[config.mk]
export PLATFORM = sky130hd
export DESIGN_NAME = packed_mul_sad
export DESIGN_NICKNAME = d
export VERILOG_FILES = /design/src/rtl/pmsad_pkg.sv /design/src/rtl/pmsad_mul_lanes.sv /design/src/rtl/pmsad_sad.sv /design/src/rtl/pmsad_avg.sv /design/src/rtl/packed_mul_sad.sv
export SDC_FILE = /design/constraint.sdc
export NUM_CORES = 2
export LEC_CHECK = 0
export BUFFER_PORTS_ARGS = -buffer_cell sky130_fd_sc_hd__buf_2
export CELL_PAD_IN_SITES_DETAIL_PLACEMENT = 1
export CELL_PAD_IN_SITES_GLOBAL_PLACEMENT = 1
export CORE_ASPECT_RATIO = 0.75
export CORE_MARGIN = 2
export CORE_UTILIZATION = 45
export DETAILED_ROUTE_END_ITERATION = 8
export PLACE_DENSITY = 0.75
export SLEW_MARGIN = 20
export SYNTH_ARGS = -nofsm -noshare
export SYNTH_HDL_FRONTEND = slang
export SYNTH_SLANG_ARGS = --single-unit
[constraint.sdc]
create_clock -name clk -period 19.6 [get_ports clk]
set_clock_uncertainty 0.05 [all_clocks]
set_input_delay 1.96 -clock clk [delete_from_list [all_inputs] [get_ports clk]]
set_output_delay 1.96 -clock clk [all_outputs]
set_load 0.01 [all_outputs]
[src/rtl/pmsad_pkg.sv]
package pmsad_pkg;
    localparam int DATA_W   = 64;
    localparam int STAT_W   = 32;
    localparam int OP_W     = 4;
    localparam int BYTE_W   = 8;
    localparam int HALF_W   = 16;
    localparam int B_LANES  = DATA_W / BYTE_W;
    localparam int H_LANES  = DATA_W / HALF_W;
    localparam int PROD_W   = 2 * HALF_W;
    // zero-flag placement in the status word
    localparam int B_STRIDE = 4;
    localparam int B_OFS    = 2;
    localparam int H_STRIDE = 8;
    localparam int H_OFS    = 6;

    typedef enum logic [OP_W-1:0] {
        OP_MADD_S = 4'd0,
        OP_MADD_U = 4'd1,
        OP_MULL_S = 4'd2,
        OP_MULH_S = 4'd3,
        OP_MULL_U = 4'd4,
        OP_MULH_U = 4'd5,
        OP_MAC_S  = 4'd6,
        OP_MAC_U  = 4'd7,
        OP_SAD_B  = 4'd8,
        OP_SAD_H  = 4'd9,
        OP_AVG_B  = 4'd10,
        OP_AVG_BR = 4'd11,
        OP_AVG_H  = 4'd12,
        OP_AVG_HR = 4'd13
    } op_e;

    typedef struct packed {
        logic              valid;
        logic [DATA_W-1:0] result;
        logic [STAT_W-1:0] status;
        logic              status_we;
    } pmsad_state_t;
endpackage

[src/rtl/pmsad_mul_lanes.sv]
module pmsad_mul_lanes #(
    parameter int LANE_W = 16,
    parameter int LANES  = 4
) (
    input  logic [LANE_W*LANES-1:0]   a,
    input  logic [LANE_W*LANES-1:0]   b,
    input  logic                      sgn,
    output logic [2*LANE_W*LANES-1:0] prod
);
    localparam int PW = 2 * LANE_W;

    for (genvar i = 0; i < LANES; i++) begin : g_lane
        logic signed [LANE_W:0]   xa;
        logic signed [LANE_W:0]   xb;
        logic signed [PW+1:0]     p;
        logic                     unused_hi;
        // one extra bit carries the sign for signed mode, zero otherwise
        assign xa = {sgn & a[i*LANE_W+LANE_W-1], a[i*LANE_W +: LANE_W]};
        assign xb = {sgn & b[i*LANE_W+LANE_W-1], b[i*LANE_W +: LANE_W]};
        assign p  = xa * xb;
        assign prod[i*PW +: PW] = p[PW-1:0];
        assign unused_hi = ^p[PW+1:PW];
    end
endmodule

[src/rtl/pmsad_sad.sv]
module pmsad_sad #(
    parameter int LANE_W = 8,
    parameter int LANES  = 8,
    parameter int SUM_W  = 64
) (
    input  logic [LANE_W*LANES-1:0] a,
    input  logic [LANE_W*LANES-1:0] b,
    output logic [SUM_W-1:0]        sum
);
    logic [LANE_W-1:0] diff [LANES];

    for (genvar i = 0; i < LANES; i++) begin : g_diff
        logic [LANE_W-1:0] la;
        logic [LANE_W-1:0] lb;
        assign la = a[i*LANE_W +: LANE_W];
        assign lb = b[i*LANE_W +: LANE_W];
        assign diff[i] = (la > lb) ? (la - lb) : (lb - la);
    end

    always_comb begin
        sum = '0;
        for (int i = 0; i < LANES; i++) begin
            sum = sum + {{(SUM_W-LANE_W){1'b0}}, diff[i]};
        end
    end
endmodule

[src/rtl/pmsad_avg.sv]
module pmsad_avg #(
    parameter int LANE_W = 8,
    parameter int LANES  = 8
) (
    input  logic [LANE_W*LANES-1:0] a,
    input  logic [LANE_W*LANES-1:0] b,
    input  logic                    rnd,
    output logic [LANE_W*LANES-1:0] avg,
    output logic [LANES-1:0]        zero
);
    for (genvar i = 0; i < LANES; i++) begin : g_lane
        logic [LANE_W:0] s;
        logic            unused_lsb;
        assign s = {1'b0, a[i*LANE_W +: LANE_W]} + {1'b0, b[i*LANE_W +: LANE_W]}
                 + {{LANE_W{1'b0}}, rnd};
        assign avg[i*LANE_W +: LANE_W] = s[LANE_W:1];
        assign zero[i]   = (s[LANE_W:1] == '0);
        assign unused_lsb = s[0];
    end
endmodule

[src/rtl/packed_mul_sad.sv]
module packed_mul_sad
    import pmsad_pkg::*;
(
    input  logic              clk,
    input  logic              rst_n,
    input  logic              in_valid,
    input  logic [OP_W-1:0]   in_op,
    input  logic [DATA_W-1:0] in_a,
    input  logic [DATA_W-1:0] in_b,
    output logic              out_valid,
    output logic [DATA_W-1:0] out_result,
    output logic [STAT_W-1:0] out_status,
    output logic              status_we
);
    pmsad_state_t st_d, st_q;

    logic                      mul_sgn;
    logic [PROD_W*H_LANES-1:0] prod_flat;
    logic [PROD_W-1:0]         pl [H_LANES];
    logic [DATA_W-1:0]         sad_b, sad_h;
    logic [DATA_W-1:0]         avg_b, avg_h;
    logic [B_LANES-1:0]        zb;
    logic [H_LANES-1:0]        zh;

    assign mul_sgn = (in_op == OP_MADD_S) || (in_op == OP_MULL_S) ||
                     (in_op == OP_MULH_S) || (in_op == OP_MAC_S);

    pmsad_mul_lanes #(.LANE_W(HALF_W), .LANES(H_LANES)) u_mul (
        .a(in_a), .b(in_b), .sgn(mul_sgn), .prod(prod_flat)
    );

    for (genvar i = 0; i < H_LANES; i++) begin : g_pl
        assign pl[i] = prod_flat[i*PROD_W +: PROD_W];
    end

    pmsad_sad #(.LANE_W(BYTE_W), .LANES(B_LANES), .SUM_W(DATA_W)) u_sad_b (
        .a(in_a), .b(in_b), .sum(sad_b)
    );
    pmsad_sad #(.LANE_W(HALF_W), .LANES(H_LANES), .SUM_W(DATA_W)) u_sad_h (
        .a(in_a), .b(in_b), .sum(sad_h)
    );

    pmsad_avg #(.LANE_W(BYTE_W), .LANES(B_LANES)) u_avg_b (
        .a(in_a), .b(in_b), .rnd(in_op == OP_AVG_BR), .avg(avg_b), .zero(zb)
    );
    pmsad_avg #(.LANE_W(HALF_W), .LANES(H_LANES)) u_avg_h (
        .a(in_a), .b(in_b), .rnd(in_op == OP_AVG_HR), .avg(avg_h), .zero(zh)
    );

    always_comb begin
        logic [DATA_W-1:0] mac_s;
        logic [DATA_W-1:0] mac_u;
        logic [STAT_W-1:0] flags_b;
        logic [STAT_W-1:0] flags_h;

        mac_s   = '0;
        mac_u   = '0;
        flags_b = '0;
        flags_h = '0;
        for (int i = 0; i < H_LANES; i++) begin
            mac_s = mac_s + {{(DATA_W-PROD_W){pl[i][PROD_W-1]}}, pl[i]};
            mac_u = mac_u + {{(DATA_W-PROD_W){1'b0}}, pl[i]};
            flags_h[i*H_STRIDE + H_OFS] = zh[i];
        end
        for (int i = 0; i < B_LANES; i++) begin
            flags_b[i*B_STRIDE + B_OFS] = zb[i];
        end

        st_d           = st_q;
        st_d.valid     = in_valid;
        st_d.status_we = 1'b0;
        if (in_valid) begin
            st_d.result = '0;
            case (in_op)
                OP_MADD_S, OP_MADD_U: begin
                    // lanes 0/1 fold into the low word, lanes 2/3 into the high word
                    st_d.result = {pl[3] + pl[2], pl[1] + pl[0]};
                end
                OP_MULL_S, OP_MULL_U: begin
                    for (int i = 0; i < H_LANES; i++)
                        st_d.result[i*HALF_W +: HALF_W] = pl[i][HALF_W-1:0];
                end
                OP_MULH_S, OP_MULH_U: begin
                    for (int i = 0; i < H_LANES; i++)
                        st_d.result[i*HALF_W +: HALF_W] = pl[i][PROD_W-1:HALF_W];
                end
                OP_MAC_S:  st_d.result = mac_s;
                OP_MAC_U:  st_d.result = mac_u;
                OP_SAD_B:  st_d.result = sad_b;
                OP_SAD_H:  st_d.result = sad_h;
                OP_AVG_B, OP_AVG_BR: begin
                    st_d.result    = avg_b;
                    st_d.status    = flags_b;
                    st_d.status_we = 1'b1;
                end
                OP_AVG_H, OP_AVG_HR: begin
                    st_d.result    = avg_h;
                    st_d.status    = flags_h;
                    st_d.status_we = 1'b1;
                end
                default: st_d.result = '0;
            endcase
        end
    end

    always_ff @(posedge clk) begin
        if (!rst_n) begin
            st_q <= '0;
        end else begin
            st_q <= st_d;
        end
    end

    assign out_valid  = st_q.valid;
    assign out_result = st_q.result;
    assign out_status = st_q.status;
    assign status_we  = st_q.status_we;
endmodule

==> metrics.txt <==
launching point of the worst reg2reg path=out_result[61]$_SDFFE_PN0P_; Worst Hold Launch=out_result[22]$_SDFFE_PN0P_; post-synthesis sequential area ratio=0.02226; clock transition at the registers of the reported paths=0.08 ns; Avg WL per Cell=approximately 28 um; die footprint=151000 um2; endpoint of the worst hold-timing path=out_result[22]$_SDFFE_PN0P_; Iteration-0 DRC Markers=5783; number of hold-slack violations in the final timing report=0; area delta synth->final=4.922%; Pins Over Slew Limit=0; final critical path time including I/O delays and setup=roughly 14 ns; worst reg2reg endpoint=out_result[61]$_SDFFE_PN0P_; area of the core=between 100000 and 150000 um2; HP Class=flip-flop to flip-flop; Hold Buf Count CTS=0; vias in the first global route=63060; post-route DRC violation count=0; Die H=between 300 and 400 um; top library cells by usage in the layout, fill and taps aside=1540 x sky130_fd_sc_hd__inv_1, 1280 x sky130_fd_sc_hd__fa_1, 776 x sky130_fd_sc_hd__nand2_1; pin count of the biggest net entering global routing=39; Seq cells post-synth=74; TNS Setup=0 ns; result of the run=finished clean; Avg Vias per Cell=6.003; number of gates resized after cts=0; DRT Wirelength=roughly 280000 um; Overall Global Routing Usage=0.3764; worst setup path class=primary input to flip-flop; worst-path maximum fanout=34; first-pass GRT wire length=about 420000 um; yosys warns=0; clock tree root driver cell=sky130_fd_sc_hd__clkbuf_16; global placer's final weighted congestion=slightly above 1; detailed placer's ending HPWL=238200 um; routed via count=between 60000 and 70000; data arrival time of the critical path=between 10 and 15 ns; hold path depth=1; kind of end point of the critical path=flip-flop; FFs w/ async S/R, synth=0; fill cell total of the finished layout=between 15000 and 20000; instance count of the mapped netlist=approximately 8000; r2r setup slk=around 17 ns; count of boundary I/O pins=around 230; unrepaired setup endpoints after global routing=no; Total Nets Final=approximately 10000; fraction of the cycle the final worst path needs=0.7100; Max-Cap Viols=0; total number of clock tree sinks=74; post-synth design cell area=66550 um2; worst setup path startpoint=in_op[1]; level count of the clock H-tree=3; distinct cell type count of the synthesized netlist=slightly above 90; setup fix buffers added after clock tree synthesis=0; effective utilization at floorplan=0.4522; number of flops mapped to enable cells by yosys=0; end-of-flow core utilization=0.4745; worst r2r path cells=7; clock insertion delay at the later pin of the skew report=about 0.43 ns; Bufs on Longest Clock Path=2; Most used DFF post-synth=sky130_fd_sc_hd__dfxtp_1; max_slew headroom=0.1268; Setup violations, final=0; Max stage delay cell, worst path=sky130_fd_sc_hd__xnor2_1; Congestion Overflow GR=0; crit path launch type=primary input; Mean Syn Cell Area=roughly 8.3 um2; Worst Max-Slew Pin Slew=roughly 1.3 ns; I/O Buffers=between 200 and 250; upper clock frequency limit=just over 70 MHz; fraction of final layout cells with drive strength greater than 1=0.05549; max incr delay on CP=between 0.8 and 0.9 ns; clock buffer count from CTS=9; clock tree from TritonCTS=done; most common cell after layout, fill and taps aside=sky130_fd_sc_hd__inv_1; Antenna Nets Post-Route=0; number of placement rows=roughly 120; cell type with the highest occurrence count on the critical path=sky130_fd_sc_hd__fa_1; Required @ worst endpoint=approximately 20 ns; width of the die=~450 um; number of optimization iterations in the first detailed-route pass=8; initial antenna violation count=20
==> cell type report <==
| type | instances | area (um2) | share of cell area |
|---|---|---|---|
| timing repair buffer | 288 | 1642 | 0.02351 |
| inverter | 1589 | 5964 | 0.08542 |
| clock inverter | 7 | 78.83 | 0.001129 |
| clock buffer | 9 | 225.2 | 0.003226 |
| multi-input combinational | 6071 | 57940 | 0.8298 |
| tap | 1984 | 2482 | 0.03555 |
| sequential | 74 | 1481 | 0.02122 |
| antenna | 3 | 7.507 | 0.0001075 |
==> routing by layer <==
layer | wire, um | share of wire | global-route usage | vias to the layer above
li1 | - | - | - | 25560
met3 | 29500 | 0.10 | 0.09434 | 547
met5 | 151 | 0.00053 | 0 | -
met2 | 121600 | 0.43 | 0.5644 | 2740
met4 | 10830 | 0.038 | 0.1181 | 16
met1 | 120900 | 0.43 | 0.5317 | 31320
==> synthesized netlist by cell type (all sizes together) (44+ instances only) <==
library cell | number | area share
nor3 | 79 | 0.0059
o21bai | 82 | 0.0093
and2 | 47 | 0.0044
xnor2 | 369 | 0.049
ha | 669 | 0.13
a211oi | 53 | 0.0060
a31oi | 57 | 0.0054
o21a | 59 | 0.0067
nand2b | 44 | 0.0041
nand2 | 777 | 0.044
fa | 1280 | 0.39
a21o | 118 | 0.013
clkbuf | 246 | 0.014
nor2 | 739 | 0.042
a21oi | 435 | 0.033
xor2 | 99 | 0.013
inv | 1550 | 0.087
buf | 89 | 0.0067
dfxtp | 74 | 0.022
nand4 | 44 | 0.0041
mux2 | 54 | 0.0091
and3 | 62 | 0.0058
o21ai | 301 | 0.023
nand3 | 100 | 0.0075
a221oi | 44 | 0.0061
nor2b | 62 | 0.0058
mux2i | 51 | 0.0077
==> through the flow <==
| step | hold slack, ns | setup slack (ns) | cell area [um2] | instances |
|---|---|---|---|---|
| after floorplan | 0.4261 | 7.993 | 66630 | 8069 |
| after global placement | 0.4166 | 5.743 | 69480 | 10010 |
| after detailed placement | 0.4195 | 5.455 | 69490 | 10010 |
| after CTS | 0.4342 | 5.903 | 69790 | 10020 |
| after global routing | 0.4678 | 5.121 | 69820 | 10020 |
| final | 0.4314 | 5.684 | 69820 | 10030 |
==> flip-flops by register name, indices dropped and copies added (netlist names) <==
register / count
status_we: 1
out_valid: 1
out_result: 64
out_status: 8
==> worst max-delay path: cells and delay by family <==
family | cells | cell delay [ns]
xor gates and xnor gates | 1 | 0.84
and+or+nand+nor | 8 | 1.89
AOI/OAI and AO/OA | 10 | 2.87
adders and majority gates | 11 | 5.17
buffers and inverters | 7 | 1.44
==> worst max-delay path by stage <==
| stage | end | slack (ns) |
|---|---|---|
| after floorplan | out_result[48]$_SDFFE_PN0P_ | 7.99 |
| after global placement | out_result[63]$_SDFFE_PN0P_ | 5.74 |
| after detailed placement | out_result[63]$_SDFFE_PN0P_ | 5.46 |
| after CTS | out_result[63]$_SDFFE_PN0P_ | 5.90 |
| after global routing | out_result[49]$_SDFFE_PN0P_ | 5.12 |
| final | out_result[63]$_SDFFE_PN0P_ | 5.68 |
==> cell families (layout without fill, tap and decap cells) <==
family	count (synthesis)	in the layout	share of synthesized area
simple gates	2062	2062	0.1347
fa+ha+maj	1950	1950	0.5110
buf+inv	1924	1893	0.1102
compound gates	1462	1462	0.1433
xor+xnor	468	468	0.06160
mux	105	105	0.01681
flops	74	74	0.02226
other cells	1	27	0.00005635
Power is left out: the tool's default activity adds up to more than one toggle a clock period on the data nets, which glitch-free logic cannot reach.
